--- src/rtl/i2c_tgt_pkg.sv ---
package i2c_tgt_pkg;

  typedef enum logic [2:0] {
    ST_IDLE,
    ST_ADDR,
    ST_ADDR_ACK,
    ST_RX,
    ST_RX_ACK,
    ST_TX,
    ST_TX_ACK,
    ST_SKIP
  } bus_st_e;

  // control word bit positions
  localparam int CB_EN   = 0;
  localparam int CB_GC   = 1;
  localparam int CB_NACK = 2;
  localparam int CB_STR  = 3;
  localparam int CB_AT8  = 4;
  localparam int CB_TMO  = 5;
  localparam int CB_XEN  = 6;

endpackage

--- src/rtl/i2c_tgt_sync.sv ---
module i2c_tgt_sync #(
  parameter int STAGES = 2
) (
  input  logic clk,
  input  logic rst_n,
  input  logic scl_i,
  input  logic sda_i,
  output logic sda_s,
  output logic start,
  output logic stop,
  output logic scl_rise,
  output logic scl_fall
);

  logic [STAGES-1:0] scl_ff, sda_ff;
  logic              scl_q, sda_q;
  logic              scl_s;

  // idle bus is high, so reset to 1 to avoid false edges
  always_ff @(posedge clk or negedge rst_n) begin
    if (!rst_n) begin
      scl_ff <= '1;
      sda_ff <= '1;
      scl_q  <= 1'b1;
      sda_q  <= 1'b1;
    end else begin
      scl_ff <= {scl_ff[STAGES-2:0], scl_i};
      sda_ff <= {sda_ff[STAGES-2:0], sda_i};
      scl_q  <= scl_ff[STAGES-1];
      sda_q  <= sda_ff[STAGES-1];
    end
  end

  assign scl_s    = scl_ff[STAGES-1];
  assign sda_s    = sda_ff[STAGES-1];
  assign start    = scl_s & scl_q & sda_q & ~sda_s;
  assign stop     = scl_s & scl_q & ~sda_q & sda_s;
  assign scl_rise = scl_s & ~scl_q;
  assign scl_fall = ~scl_s & scl_q;

endmodule

--- src/rtl/i2c_tgt_match.sv ---
module i2c_tgt_match #(
  parameter int N_EXT = 3
) (
  input  logic [7:0]            abyte,
  input  logic                  gc_en,
  input  logic [6:0]            own_addr,
  input  logic [N_EXT-1:0]      ext_en,
  input  logic [N_EXT-1:0][6:0] ext_addr,
  output logic                  hit
);

  logic [N_EXT-1:0] ext_hit;
  logic             own_hit, gc_hit;

  for (genvar g = 0; g < N_EXT; g++) begin : g_ext
    assign ext_hit[g] = ext_en[g] & (abyte[7:1] == ext_addr[g]);
  end

  assign own_hit = (abyte[7:1] == own_addr);
  assign gc_hit  = gc_en & (abyte == 8'h00);
  assign hit     = own_hit | gc_hit | (|ext_hit);

endmodule

--- src/rtl/i2c_tgt_regs.sv ---
module i2c_tgt_regs
  import i2c_tgt_pkg::*;
#(
  parameter int N_EXT = 3,
  parameter int DW    = 16,
  parameter int AW    = 3
) (
  input  logic                  clk,
  input  logic                  rst_n,
  input  logic                  we,
  input  logic [AW-1:0]         addr,
  input  logic [DW-1:0]         wdata,
  output logic [DW-1:0]         rdata,
  input  logic                  busy,
  input  logic                  hold,
  input  logic                  rw_mode,
  input  logic [7:0]            rx_data,
  output logic                  en,
  output logic                  gc_en,
  output logic                  nack_sel,
  output logic                  str_en,
  output logic                  str_at8,
  output logic                  tmo_en,
  output logic [N_EXT-1:0]      ext_en,
  output logic [6:0]            own_addr,
  output logic [N_EXT-1:0][6:0] ext_addr,
  output logic [7:0]            tx_data,
  output logic                  release_str
);

  localparam int A_CTRL   = 0;
  localparam int A_OWN    = 1;
  localparam int A_EXT    = 2;
  localparam int A_TX     = A_EXT + N_EXT;
  localparam int A_RX     = A_TX + 1;
  localparam int A_CMD    = A_RX + 1;
  localparam int MODE_BIT = CB_XEN + N_EXT;

  logic en_q, gc_q, nack_q, str_q, at8_q, tmo_q;
  logic en_d, gc_d, nack_d, str_d, at8_d, tmo_d;
  logic [N_EXT-1:0]      xen_q, xen_d;
  logic [6:0]            own_q, own_d;
  logic [N_EXT-1:0][6:0] ext_q, ext_d;
  logic [7:0]            tx_q, tx_d;
  logic                  ctrl_wr;
  logic                  wdata_unused;

  assign ctrl_wr      = we & (addr == AW'(A_CTRL));
  assign wdata_unused = ^wdata[DW-1:MODE_BIT];

  always_comb begin
    en_d   = en_q;
    gc_d   = gc_q;
    nack_d = nack_q;
    str_d  = str_q;
    at8_d  = at8_q;
    tmo_d  = tmo_q;
    xen_d  = xen_q;
    own_d  = own_q;
    ext_d  = ext_q;
    tx_d   = tx_q;
    if (ctrl_wr) begin
      nack_d = wdata[CB_NACK];
      tmo_d  = wdata[CB_TMO];
      xen_d  = wdata[CB_XEN +: N_EXT];
      if (!busy) begin
        en_d  = wdata[CB_EN];
        gc_d  = wdata[CB_GC];
        str_d = wdata[CB_STR];
        at8_d = wdata[CB_AT8];
      end
    end
    if (we && addr == AW'(A_OWN)) own_d = wdata[6:0];
    if (we && addr == AW'(A_TX))  tx_d  = wdata[7:0];
    for (int i = 0; i < N_EXT; i++) begin
      if (we && addr == AW'(A_EXT + i)) ext_d[i] = wdata[6:0];
    end
  end

  always_ff @(posedge clk or negedge rst_n) begin
    if (!rst_n) begin
      en_q   <= 1'b1;
      gc_q   <= 1'b0;
      nack_q <= 1'b0;
      str_q  <= 1'b0;
      at8_q  <= 1'b0;
      tmo_q  <= 1'b0;
      xen_q  <= '0;
      own_q  <= '0;
      ext_q  <= '0;
      tx_q   <= '0;
    end else begin
      en_q   <= en_d;
      gc_q   <= gc_d;
      nack_q <= nack_d;
      str_q  <= str_d;
      at8_q  <= at8_d;
      tmo_q  <= tmo_d;
      xen_q  <= xen_d;
      own_q  <= own_d;
      ext_q  <= ext_d;
      tx_q   <= tx_d;
    end
  end

  always_comb begin
    rdata = '0;
    if (addr == AW'(A_CTRL)) begin
      rdata[CB_EN]           = en_q;
      rdata[CB_GC]           = gc_q;
      rdata[CB_NACK]         = nack_q;
      rdata[CB_STR]          = str_q;
      rdata[CB_AT8]          = at8_q;
      rdata[CB_TMO]          = tmo_q;
      rdata[CB_XEN +: N_EXT] = xen_q;
      rdata[MODE_BIT]        = rw_mode;
    end
    if (addr == AW'(A_OWN)) rdata[6:0] = own_q;
    if (addr == AW'(A_TX))  rdata[7:0] = tx_q;
    if (addr == AW'(A_RX))  rdata[7:0] = rx_data;
    if (addr == AW'(A_CMD)) rdata[1:0] = {busy, hold};
    for (int i = 0; i < N_EXT; i++) begin
      if (addr == AW'(A_EXT + i)) rdata[6:0] = ext_q[i];
    end
  end

  assign release_str = we & (addr == AW'(A_CMD)) & wdata[0];
  assign en          = en_q;
  assign gc_en       = gc_q;
  assign nack_sel    = nack_q;
  assign str_en      = str_q;
  assign str_at8     = at8_q;
  assign tmo_en      = tmo_q;
  assign ext_en      = xen_q;
  assign own_addr    = own_q;
  assign ext_addr    = ext_q;
  assign tx_data     = tx_q;

  AST_EN_LOCKED: assert property (@(posedge clk) disable iff (!rst_n)
    busy |=> $stable(en_q));

endmodule

--- src/rtl/i2c_tgt_fsm.sv ---
module i2c_tgt_fsm
  import i2c_tgt_pkg::*;
#(
  parameter int N_EXT = 3
) (
  input  logic                  clk,
  input  logic                  rst_n,
  input  logic                  start,
  input  logic                  stop,
  input  logic                  scl_rise,
  input  logic                  scl_fall,
  input  logic                  sda_s,
  input  logic                  en,
  input  logic                  gc_en,
  input  logic                  nack_sel,
  input  logic                  str_en,
  input  logic                  str_at8,
  input  logic [N_EXT-1:0]      ext_en,
  input  logic [6:0]            own_addr,
  input  logic [N_EXT-1:0][6:0] ext_addr,
  input  logic [7:0]            tx_data,
  input  logic                  release_str,
  output logic                  busy,
  output logic                  hold,
  output logic                  rw_mode,
  output logic [7:0]            rx_data,
  output logic                  scl_oe,
  output logic                  sda_oe
);

  localparam logic [3:0] LAST_BIT = 4'd8;
  localparam logic [3:0] ACK_BIT  = 4'd9;

  bus_st_e    st_q, st_d;
  logic [3:0] cnt_q, cnt_d;
  logic [7:0] sh_q, sh_d;
  logic [7:0] txsh_q, txsh_d;
  logic [7:0] rx_q, rx_d;
  logic       busy_q, busy_d;
  logic       hold_q, hold_d;
  logic       rw_q, rw_d;
  logic       mack_q, mack_d;
  logic       hit;
  logic       at8_hold, at9_hold;

  i2c_tgt_match #(.N_EXT(N_EXT)) u_match (
    .abyte    (sh_q),
    .gc_en    (gc_en),
    .own_addr (own_addr),
    .ext_en   (ext_en),
    .ext_addr (ext_addr),
    .hit      (hit)
  );

  assign at8_hold = str_en & str_at8;
  assign at9_hold = str_en & ~str_at8;

  always_comb begin
    st_d   = st_q;
    cnt_d  = cnt_q;
    sh_d   = sh_q;
    txsh_d = txsh_q;
    rx_d   = rx_q;
    busy_d = busy_q;
    hold_d = hold_q;
    rw_d   = rw_q;
    mack_d = mack_q;
    if (release_str) hold_d = 1'b0;
    if (start) begin
      busy_d = 1'b1;
      hold_d = 1'b0;
      cnt_d  = '0;
      sh_d   = '0;
      st_d   = en ? ST_ADDR : ST_SKIP;
    end else if (stop) begin
      busy_d = 1'b0;
      hold_d = 1'b0;
      st_d   = ST_IDLE;
    end else begin
      unique case (st_q)
        ST_ADDR, ST_RX: begin
          if (scl_rise) begin
            sh_d  = {sh_q[6:0], sda_s};
            cnt_d = 4'(cnt_q + 4'd1);
          end else if (scl_fall && cnt_q == LAST_BIT) begin
            if (st_q == ST_RX) begin
              st_d = ST_RX_ACK;
              rx_d = sh_q;
              if (at8_hold) hold_d = 1'b1;
            end else if (hit) begin
              st_d = ST_ADDR_ACK;
              rw_d = sh_q[0];
              if (at8_hold) hold_d = 1'b1;
            end else begin
              st_d = ST_SKIP;
            end
          end
        end
        ST_ADDR_ACK, ST_RX_ACK: begin
          if (scl_rise) begin
            cnt_d = ACK_BIT;
          end else if (scl_fall && cnt_q == ACK_BIT) begin
            cnt_d = '0;
            if (at9_hold) hold_d = 1'b1;
            if (st_q == ST_ADDR_ACK && rw_q) begin
              st_d   = ST_TX;
              txsh_d = tx_data;
            end else begin
              st_d = ST_RX;
            end
          end
        end
        ST_TX: begin
          if (scl_rise) begin
            cnt_d = 4'(cnt_q + 4'd1);
          end else if (scl_fall) begin
            if (cnt_q == LAST_BIT) begin
              st_d = ST_TX_ACK;
              if (at8_hold) hold_d = 1'b1;
            end else begin
              txsh_d = {txsh_q[6:0], 1'b1};
            end
          end
        end
        ST_TX_ACK: begin
          if (scl_rise) begin
            cnt_d  = ACK_BIT;
            mack_d = ~sda_s;
          end else if (scl_fall && cnt_q == ACK_BIT) begin
            if (mack_q) begin
              st_d   = ST_TX;
              txsh_d = tx_data;
              cnt_d  = '0;
              if (at9_hold) hold_d = 1'b1;
            end else begin
              st_d = ST_SKIP;
            end
          end
        end
        default: ;
      endcase
    end
  end

  always_ff @(posedge clk or negedge rst_n) begin
    if (!rst_n) begin
      st_q   <= ST_IDLE;
      cnt_q  <= '0;
      sh_q   <= '0;
      txsh_q <= '1;
      rx_q   <= '0;
      busy_q <= 1'b0;
      hold_q <= 1'b0;
      rw_q   <= 1'b0;
      mack_q <= 1'b0;
    end else begin
      st_q   <= st_d;
      cnt_q  <= cnt_d;
      sh_q   <= sh_d;
      txsh_q <= txsh_d;
      rx_q   <= rx_d;
      busy_q <= busy_d;
      hold_q <= hold_d;
      rw_q   <= rw_d;
      mack_q <= mack_d;
    end
  end

  // acknowledge value is taken live so a late software update applies
  assign sda_oe  = (st_q == ST_ADDR_ACK) |
                   ((st_q == ST_RX_ACK) & ~nack_sel) |
                   ((st_q == ST_TX) & ~txsh_q[7]);
  assign scl_oe  = hold_q;
  assign busy    = busy_q;
  assign hold    = hold_q;
  assign rw_mode = rw_q;
  assign rx_data = rx_q;

  AST_START_BUSY: assert property (@(posedge clk) disable iff (!rst_n)
    start |=> busy_q);
  AST_STOP_FREE: assert property (@(posedge clk) disable iff (!rst_n)
    stop |=> (!busy_q && !scl_oe && !sda_oe));
  AST_ACK_NEEDS_EN: assert property (@(posedge clk) disable iff (!rst_n)
    (st_q == ST_ADDR_ACK) |-> en);
  AST_HOLD_NEEDS_STR: assert property (@(posedge clk) disable iff (!rst_n)
    $rose(hold_q) |-> str_en);
  AST_HOLD_FREEZES: assert property (@(posedge clk) disable iff (!rst_n)
    hold_q |-> !scl_rise);

endmodule

--- src/rtl/i2c_tgt_ctrl.sv ---
module i2c_tgt_ctrl #(
  parameter int N_EXT       = 3,
  parameter int DW          = 16,
  parameter int AW          = 3,
  parameter int SYNC_STAGES = 2
) (
  input  logic          clk,
  input  logic          rst_n,
  input  logic          scl_i,
  input  logic          sda_i,
  output logic          scl_oe,
  output logic          sda_oe,
  input  logic          reg_we,
  input  logic [AW-1:0] reg_addr,
  input  logic [DW-1:0] reg_wdata,
  output logic [DW-1:0] reg_rdata,
  output logic          tmo_en
);

  logic [1:0]            rst_pipe;
  logic                  rst_n_s;
  logic                  sda_s, start, stop, scl_rise, scl_fall;
  logic                  en, gc_en, nack_sel, str_en, str_at8, release_str;
  logic                  busy, hold, rw_mode;
  logic [N_EXT-1:0]      ext_en;
  logic [6:0]            own_addr;
  logic [N_EXT-1:0][6:0] ext_addr;
  logic [7:0]            tx_data, rx_data;

  // asynchronous assertion, synchronous release
  always_ff @(posedge clk or negedge rst_n) begin
    if (!rst_n) rst_pipe <= '0;
    else        rst_pipe <= {rst_pipe[0], 1'b1};
  end
  assign rst_n_s = rst_pipe[1];

  i2c_tgt_sync #(.STAGES(SYNC_STAGES)) u_sync (
    .clk      (clk),
    .rst_n    (rst_n_s),
    .scl_i    (scl_i),
    .sda_i    (sda_i),
    .sda_s    (sda_s),
    .start    (start),
    .stop     (stop),
    .scl_rise (scl_rise),
    .scl_fall (scl_fall)
  );

  i2c_tgt_regs #(.N_EXT(N_EXT), .DW(DW), .AW(AW)) u_regs (
    .clk         (clk),
    .rst_n       (rst_n_s),
    .we          (reg_we),
    .addr        (reg_addr),
    .wdata       (reg_wdata),
    .rdata       (reg_rdata),
    .busy        (busy),
    .hold        (hold),
    .rw_mode     (rw_mode),
    .rx_data     (rx_data),
    .en          (en),
    .gc_en       (gc_en),
    .nack_sel    (nack_sel),
    .str_en      (str_en),
    .str_at8     (str_at8),
    .tmo_en      (tmo_en),
    .ext_en      (ext_en),
    .own_addr    (own_addr),
    .ext_addr    (ext_addr),
    .tx_data     (tx_data),
    .release_str (release_str)
  );

  i2c_tgt_fsm #(.N_EXT(N_EXT)) u_fsm (
    .clk         (clk),
    .rst_n       (rst_n_s),
    .start       (start),
    .stop        (stop),
    .scl_rise    (scl_rise),
    .scl_fall    (scl_fall),
    .sda_s       (sda_s),
    .en          (en),
    .gc_en       (gc_en),
    .nack_sel    (nack_sel),
    .str_en      (str_en),
    .str_at8     (str_at8),
    .ext_en      (ext_en),
    .own_addr    (own_addr),
    .ext_addr    (ext_addr),
    .tx_data     (tx_data),
    .release_str (release_str),
    .busy        (busy),
    .hold        (hold),
    .rw_mode     (rw_mode),
    .rx_data     (rx_data),
    .scl_oe      (scl_oe),
    .sda_oe      (sda_oe)
  );

endmodule

--- config.mk ---
export PLATFORM = sky130hd
export DESIGN_NAME = i2c_tgt_ctrl
export DESIGN_NICKNAME = d
export VERILOG_FILES = /design/src/rtl/i2c_tgt_pkg.sv /design/src/rtl/i2c_tgt_sync.sv /design/src/rtl/i2c_tgt_match.sv /design/src/rtl/i2c_tgt_regs.sv /design/src/rtl/i2c_tgt_fsm.sv /design/src/rtl/i2c_tgt_ctrl.sv
export SDC_FILE = /design/constraint.sdc
export NUM_CORES = 1
export LEC_CHECK = 0
export ABC_AREA = 1
export BUFFER_PORTS_ARGS = -buffer_cell sky130_fd_sc_hd__clkbuf_2
export CAP_MARGIN = 20
export CORE_ASPECT_RATIO = 0.9
export CORE_MARGIN = 8
export CORE_UTILIZATION = 30
export CTS_CLUSTER_DIAMETER = 60
export DETAILED_ROUTE_END_ITERATION = 10
export MAX_ROUTING_LAYER = met4
export PLACE_DENSITY_LB_ADDON = 0.1
export SYNTH_ARGS = -nofsm -noshare
export SYNTH_HDL_FRONTEND = slang
export SYNTH_SLANG_ARGS = --single-unit
--- constraint.sdc ---
create_clock -name clk -period 3 [get_ports clk]
set_clock_uncertainty 0.15 [all_clocks]
set_input_delay 0.6 -clock clk [delete_from_list [all_inputs] [get_ports clk]]
set_output_delay 0.6 -clock clk [all_outputs]
set_load 0.005 [all_outputs]
Word level (Yosys, flattened, before mapping)
Index checks and enable logic that the tools add are counted.

Output and inout port bits: 19. Word-level logic and storage cells: 199. Input bits: 24. Bits in registers: 88.

Add/subtract/negate cells: 1. Bitwise operators: 34. Reductions and logical operators: 28. Muxes and demuxes: 68. Equal/unequal tests: 42.

Operator list (count): 8-bit 2-to-1 mux (15); 3-bit 2-to-1 mux (15); 4-bit 2-to-1 mux (8); 4-bit by 3-bit != test with 1-bit output (second input constant) (8); 7-bit == test (4); 7-bit 2-to-1 mux (4); 8-bit case mux with 3 select lines (1); 3-bit == test (second input constant) (7); 1-bit 2-to-1 mux (19); 1-bit bitwise AND (18); 4-bit != test (second input constant) (4); 3-bit by 2-bit == test with 1-bit output (second input constant) (4); 1-bit NOT (12); 3-bit case mux with 4 select lines (1); 4-bit case mux with 3 select lines (1); 12-bit AND reduction (1); 6-bit AND reduction (2); 10-bit 2-to-1 mux (1); 2-bit by 1-bit != test with 1-bit output (second input constant) (5); 2-bit != test (second input constant) (5); 10-bit AND reduction (1); 4-bit == test (second input constant) (2); 1-bit logical AND (8); 8-bit zero test (1); 17 further kinds (26).

Logic depth before layout (Yosys ltp)
Depth in word-level cells: 12. Mapped depth: 12. Depth with buffers taken out: 12.

Hierarchy
A second synthesis with hierarchy kept.

Cells, all modules: 699. Area total of the unflattened synthesis: 5177.5 µm².

Modules (own cells, without submodules): i2c_tgt_regs (seq. area each 1127.3 µm², cells each 278, times used 1, area each 2316.0 µm²); i2c_tgt_fsm (seq. area each 885.8 µm², cells each 266, times used 1, area each 2054.5 µm²); i2c_tgt_match (seq. area each 0.0 µm², cells each 135, times used 1, area each 554.3 µm²); i2c_tgt_sync (seq. area each 157.7 µm², cells each 17, times used 1, area each 198.9 µm²); i2c_tgt_ctrl (seq. area each 50.0 µm², cells each 3, times used 1, area each 53.8 µm²).

Least setup slack after synthesis
No wires, ideal clock.

Path kind: input port to output port. Start point: input port reg_addr[1]. End point: output port reg_rdata[0]. Path buffers: 0. Stages on the path: 8. Arrival: 1.362 ns. Path slack: 0.888 ns. Data required time: 2.250 ns. Cells stage by stage: inv_1 nor2_1 inv_1 nor2_1 a21oi_1 o21ai_0 nor2_1 nand3_1.

Longest elaborated chain between the ends: 9. Elaborated cells between the ends (all ways): 16. Those cells by class: eq/ne: 7; mux: 8; reduce/logical: 1.

RTL lines: start, declared (RTL line i2c_tgt_ctrl.sv:14) `input logic [AW-1:0] reg_addr,`; 3-bit zero test (RTL line i2c_tgt_regs.sv:108) `if (addr == AW'(A_CTRL)) begin`; 10-bit 2-to-1 mux (RTL line i2c_tgt_regs.sv:108); 7-bit 2-to-1 mux (RTL line i2c_tgt_regs.sv:118) `if (addr == AW'(A_OWN)) rdata[6:0] = own_q;`; 8-bit 2-to-1 mux (RTL line i2c_tgt_regs.sv:119) `if (addr == AW'(A_TX)) rdata[7:0] = tx_q;`; 8-bit 2-to-1 mux (RTL line i2c_tgt_regs.sv:120) `if (addr == AW'(A_RX)) rdata[7:0] = rx_data;`; 2-bit 2-to-1 mux (RTL line i2c_tgt_regs.sv:121) `if (addr == AW'(A_CMD)) rdata[1:0] = {busy, hold};`; 7-bit 2-to-1 mux (2 in a row) (RTL line i2c_tgt_regs.sv:123) `if (addr == AW'(A_EXT + i)) rdata[6:0] = ext_q[i];`; 7-bit 2-to-1 mux (*) (RTL line i2c_tgt_regs.sv:123); end, declared (RTL line i2c_tgt_ctrl.sv:16) `output logic [DW-1:0] reg_rdata,`.

Mark *: on every way between the ends. The rest lies on a longest branch, timed or not.

Final worst setup path
Start point: input port reg_addr[2]. End point: output port reg_rdata[2].

Longest elaborated chain between the ends: 8. Elaborated cells between the ends (all ways): 14. Those cells by class: eq/ne: 6; mux: 7; reduce/logical: 1.

RTL lines (RTL line): 3-bit zero test (i2c_tgt_regs.sv:108); 10-bit 2-to-1 mux (i2c_tgt_regs.sv:108); 7-bit 2-to-1 mux (i2c_tgt_regs.sv:118); 8-bit 2-to-1 mux (i2c_tgt_regs.sv:119); 8-bit 2-to-1 mux (i2c_tgt_regs.sv:120); 7-bit 2-to-1 mux (2 in a row) (i2c_tgt_regs.sv:123); 7-bit 2-to-1 mux (*) (i2c_tgt_regs.sv:123).

Marks and branches as above.

==> results.md <==
* Status: completed
* Core area at about 15000 sq um
* Die ar. at 19500 sq um
* Initial Utilization at between 30% and 40%
* Area grow syn2layout at 15.7%
* Tot GR Track Use at between 10% and 20%
* Max-Cap Viols at 0
* Final net count at around 670
* Worst-margin pin slew at between 0.5 and 0.6 ns
* Worst hold slack at about 0.17 ns
* Die X at 146 um
* DRT iter0 DRCs at 239
* Static Leak at between 2 and 3 nW
* Syn Inst Count at 605
* Resized cells post-CTS at 0
* Max FO, Critical Path at 5
* Rows at 43
* First-pass detailed-route iteration total at 4
* Fmax at roughly 0.38 GHz
* Crit Path Class: input pin to output pin
* Relative slew margins at between 50 and 60%
* N_diodes at 0
* Most common cell in the netlist: nand2_1
* Synth top area share at 39.9%
* Placed cell area at between 4000 and 5000 sq um
* Hold Violations, Final at 0
* Residual DRC at 0
* Vias in the first global route at roughly 4000
* Buffers on Ports at 29
* Slew Limit Fails at 0
* Largest cells by area after synthesis: dfrtp_1, nand2_1, dfstp_2, o21ai_0, inv_1
* Post-synth EDFFs at 0
* Initial antenna violation count at 0
* Die H at ~130 um
* Req. time, crit path at roughly 2.3 ns
* Post-synth top cells: nand2_1, o21ai_0, dfrtp_1, inv_1, nor2_1
* CP endpoint kind: output pin
* TritonCTS clock tree: yes
* Syn avg cell area at 7.56 sq um
* CTS sink count at between 80 and 90
* RSZ-0062 raised after global routing: false
* Worst Path Arrival at between 1.5 and 2 ns
* Worst Hold Class: flop to async pin
* Final Critical Period at 2.67 ns
* Post-synth ARST share at 100%
* Post-route ant nets at 0
* Placer Congestion at between 0.8 and 0.9
* Unique masters post-synth at 37
* Detailed Place HPWL at about 10000 um
* FF-to-FF path depth at 10
* Vias per cell at about 4.6
* # Post-CTS Setup Buffers at 0
* Wire per inst at 15.7 um
* Largest net degree at the start of global routing at 50
* Top_reg_cell synth: dfrtp_1
* Worst-path cell chain: clkbuf_2 > inv_2 > nand2_1 > inv_1 > nand2_1 > o21ai_0 > a221oi_1 > o2111ai_1 > clkbuf_2
* Final setup fails at 0
* Number of H-tree levels at 3
* Clk_lat worst skew at roughly 0.35 ns
* Seq/Total Area, Yosys at roughly 50%
* CTS root buffer: clkbuf_16
* Synth Warn # at 0
* Dominant cell type by area after synthesis: dfrtp_1
* WL final at 13400 um
* CTS Buf Count at 9
* Startpoint types: input pin
* Critical-path top delay cell: a221oi_1
* Synthesized area at between 4000 and 5000 sq um
* CTS clk-pin slew, worst paths at ~0.060 ns
* #FFs+latches synth at 88
* Grt total ovfl at 0
* Routed via count at approximately 4000
* Boundary Pins at 43
* Fill cell count at ~1700
* Setup_tns at 0 ns
* Register area at 2220 sq um
* CP peak stage delay at roughly 0.37 ns
* Layout cell share with drive strength beyond 1 at between 10 and 15%
* VDD IR-drop max at 325 uV
* Longest Clk Path Bufs at 2
* Pwr dens at ~800 nW/um^2
* Wire length of the first global-routing pass at about 22000 um
* Multi-input gate area at ~2000 sq um
* Crit share post-route at 88.8%
* Final instance area at roughly 5300 sq um
## power by group
part | internal (mW) | switching (mW) | total, mW
combinational | 0.479 | 0.886 | 1.37
sequential | 1.50 | 0.252 | 1.75
clock | 0.689 | 0.469 | 1.16
total | 2.67 | 1.61 | 4.28
## area by class of cell
| type | instances | share of cell area (%) |
|---|---|---|
| Clock buffer | 13 | 4.92 |
| Clock inverter | 3 | 0.757 |
| Inverter | 82 | 5.82 |
| Multi-Input combinational cell | 425 | 37.2 |
| Sequential cell | 88 | 42.0 |
| Tap cell | 202 | 4.78 |
| Timing Repair Buffer | 39 | 4.45 |
## cells by family (layout without fill, tap and decap cells)
kind of cell / Yosys count / after routing / synth area share, %
AO/OA/AOI/OAI: 135 / 135 / 16.4
XOR/XNOR: 3 / 3 / 0.575
adder cells (fa/ha/maj): 3 / 3 / 0.821
buffers and inverters: 97 / 137 / 8.76
flip-flops: 88 / 88 / 48.6
other: 2 / 7 / 0.164
AND/OR/NAND/NOR: 277 / 277 / 24.7
## critical path, delay by kind of cell
kind / cells / cell delay, ns
AO/OA/AOI/OAI: 3 / 0.63
buffers and inverters: 4 / 0.51
AND/OR/NAND/NOR: 2 / 0.17
## flip-flops by register name, summed over array words and instances (netlist names), 2 cells and up
signal           count
u_fsm.cnt_q          4
u_sync.sda_ff        2
u_regs.ext_en        3
u_fsm.rx_data        8
u_fsm.sh_q           8
u_fsm.st_q           3
u_regs.ext_addr     21
u_fsm.txsh_q         8
rst_pipe             2
u_sync.scl_ff        2
u_regs.tx_data       8
u_regs.own_addr      7
## metal layers
layer  global-route usage [%]  wire length (um)
met3                     3.69               487
met5                        -                 0
met2                     22.9              6160
met1                     19.3              6610
met4                     3.43               112
## stage by stage
stage          instances  total power [mW]  setup WS (ns)  util (%)
3_3_place_gp         835              3.14          0.332      32.8
4_1_cts              852              4.34          0.306      34.9
5_1_grt              852              4.65          0.156      34.9
2_1_floorplan        610              2.72          0.244         -
3_5_place_dp         835              3.15          0.313      32.8
6_report             852              4.28          0.335      34.9
## cells in the final DEF (no fill, tap or decap), types with 3 or more instances in the layout
cell type	synthesis	layout
nor2_2	4	4
dfrtp_1	73	72
inv_1	69	69
o22ai_1	12	12
clkinv_1	5	5
dfstp_2	15	15
conb_1	2	7
nor3_1	3	3
clkbuf_2	0	29
buf_4	7	8
nand2_1	183	183
nand3_1	22	22
ha_1	3	3
o21ai_0	78	78
a221oi_1	4	4
nand4_1	3	3
o2111ai_1	4	4
inv_2	8	8
nor2_1	57	57
clkbuf_16	0	9
o21ai_1	7	7
a21oi_1	20	20
## worst paths after layout
check	startpoint	end	slack (ns)
worst min register to register	rst_pipe[1]$_DFF_PN0_	u_regs.ext_addr[7]$_DFFE_PN0P_	0.17
worst max-delay path	reg_addr[2]	reg_rdata[2]	0.33
max in group asynchronous	rst_pipe[1]$_DFF_PN0_	u_fsm.txsh_q[5]$_DFFE_PN1P_	1.83
worst max register to register	u_sync.sda_ff[1]$_DFF_PN1_	u_fsm.txsh_q[0]$_DFFE_PN1P_	0.77
min in group clk	sda_i	u_sync.sda_ff[0]$_DFF_PN1_	0.18
worst min-delay path	rst_pipe[1]$_DFF_PN0_	u_regs.ext_addr[7]$_DFFE_PN0P_	0.17
## what timing repair did
item / in CTS / in global routing
hold buffers: 1 / 0
hold endpoints to repair: 2 / 0
endpoints found under the setup margin: 0 / 0
(Power assumes the default switching activity.)
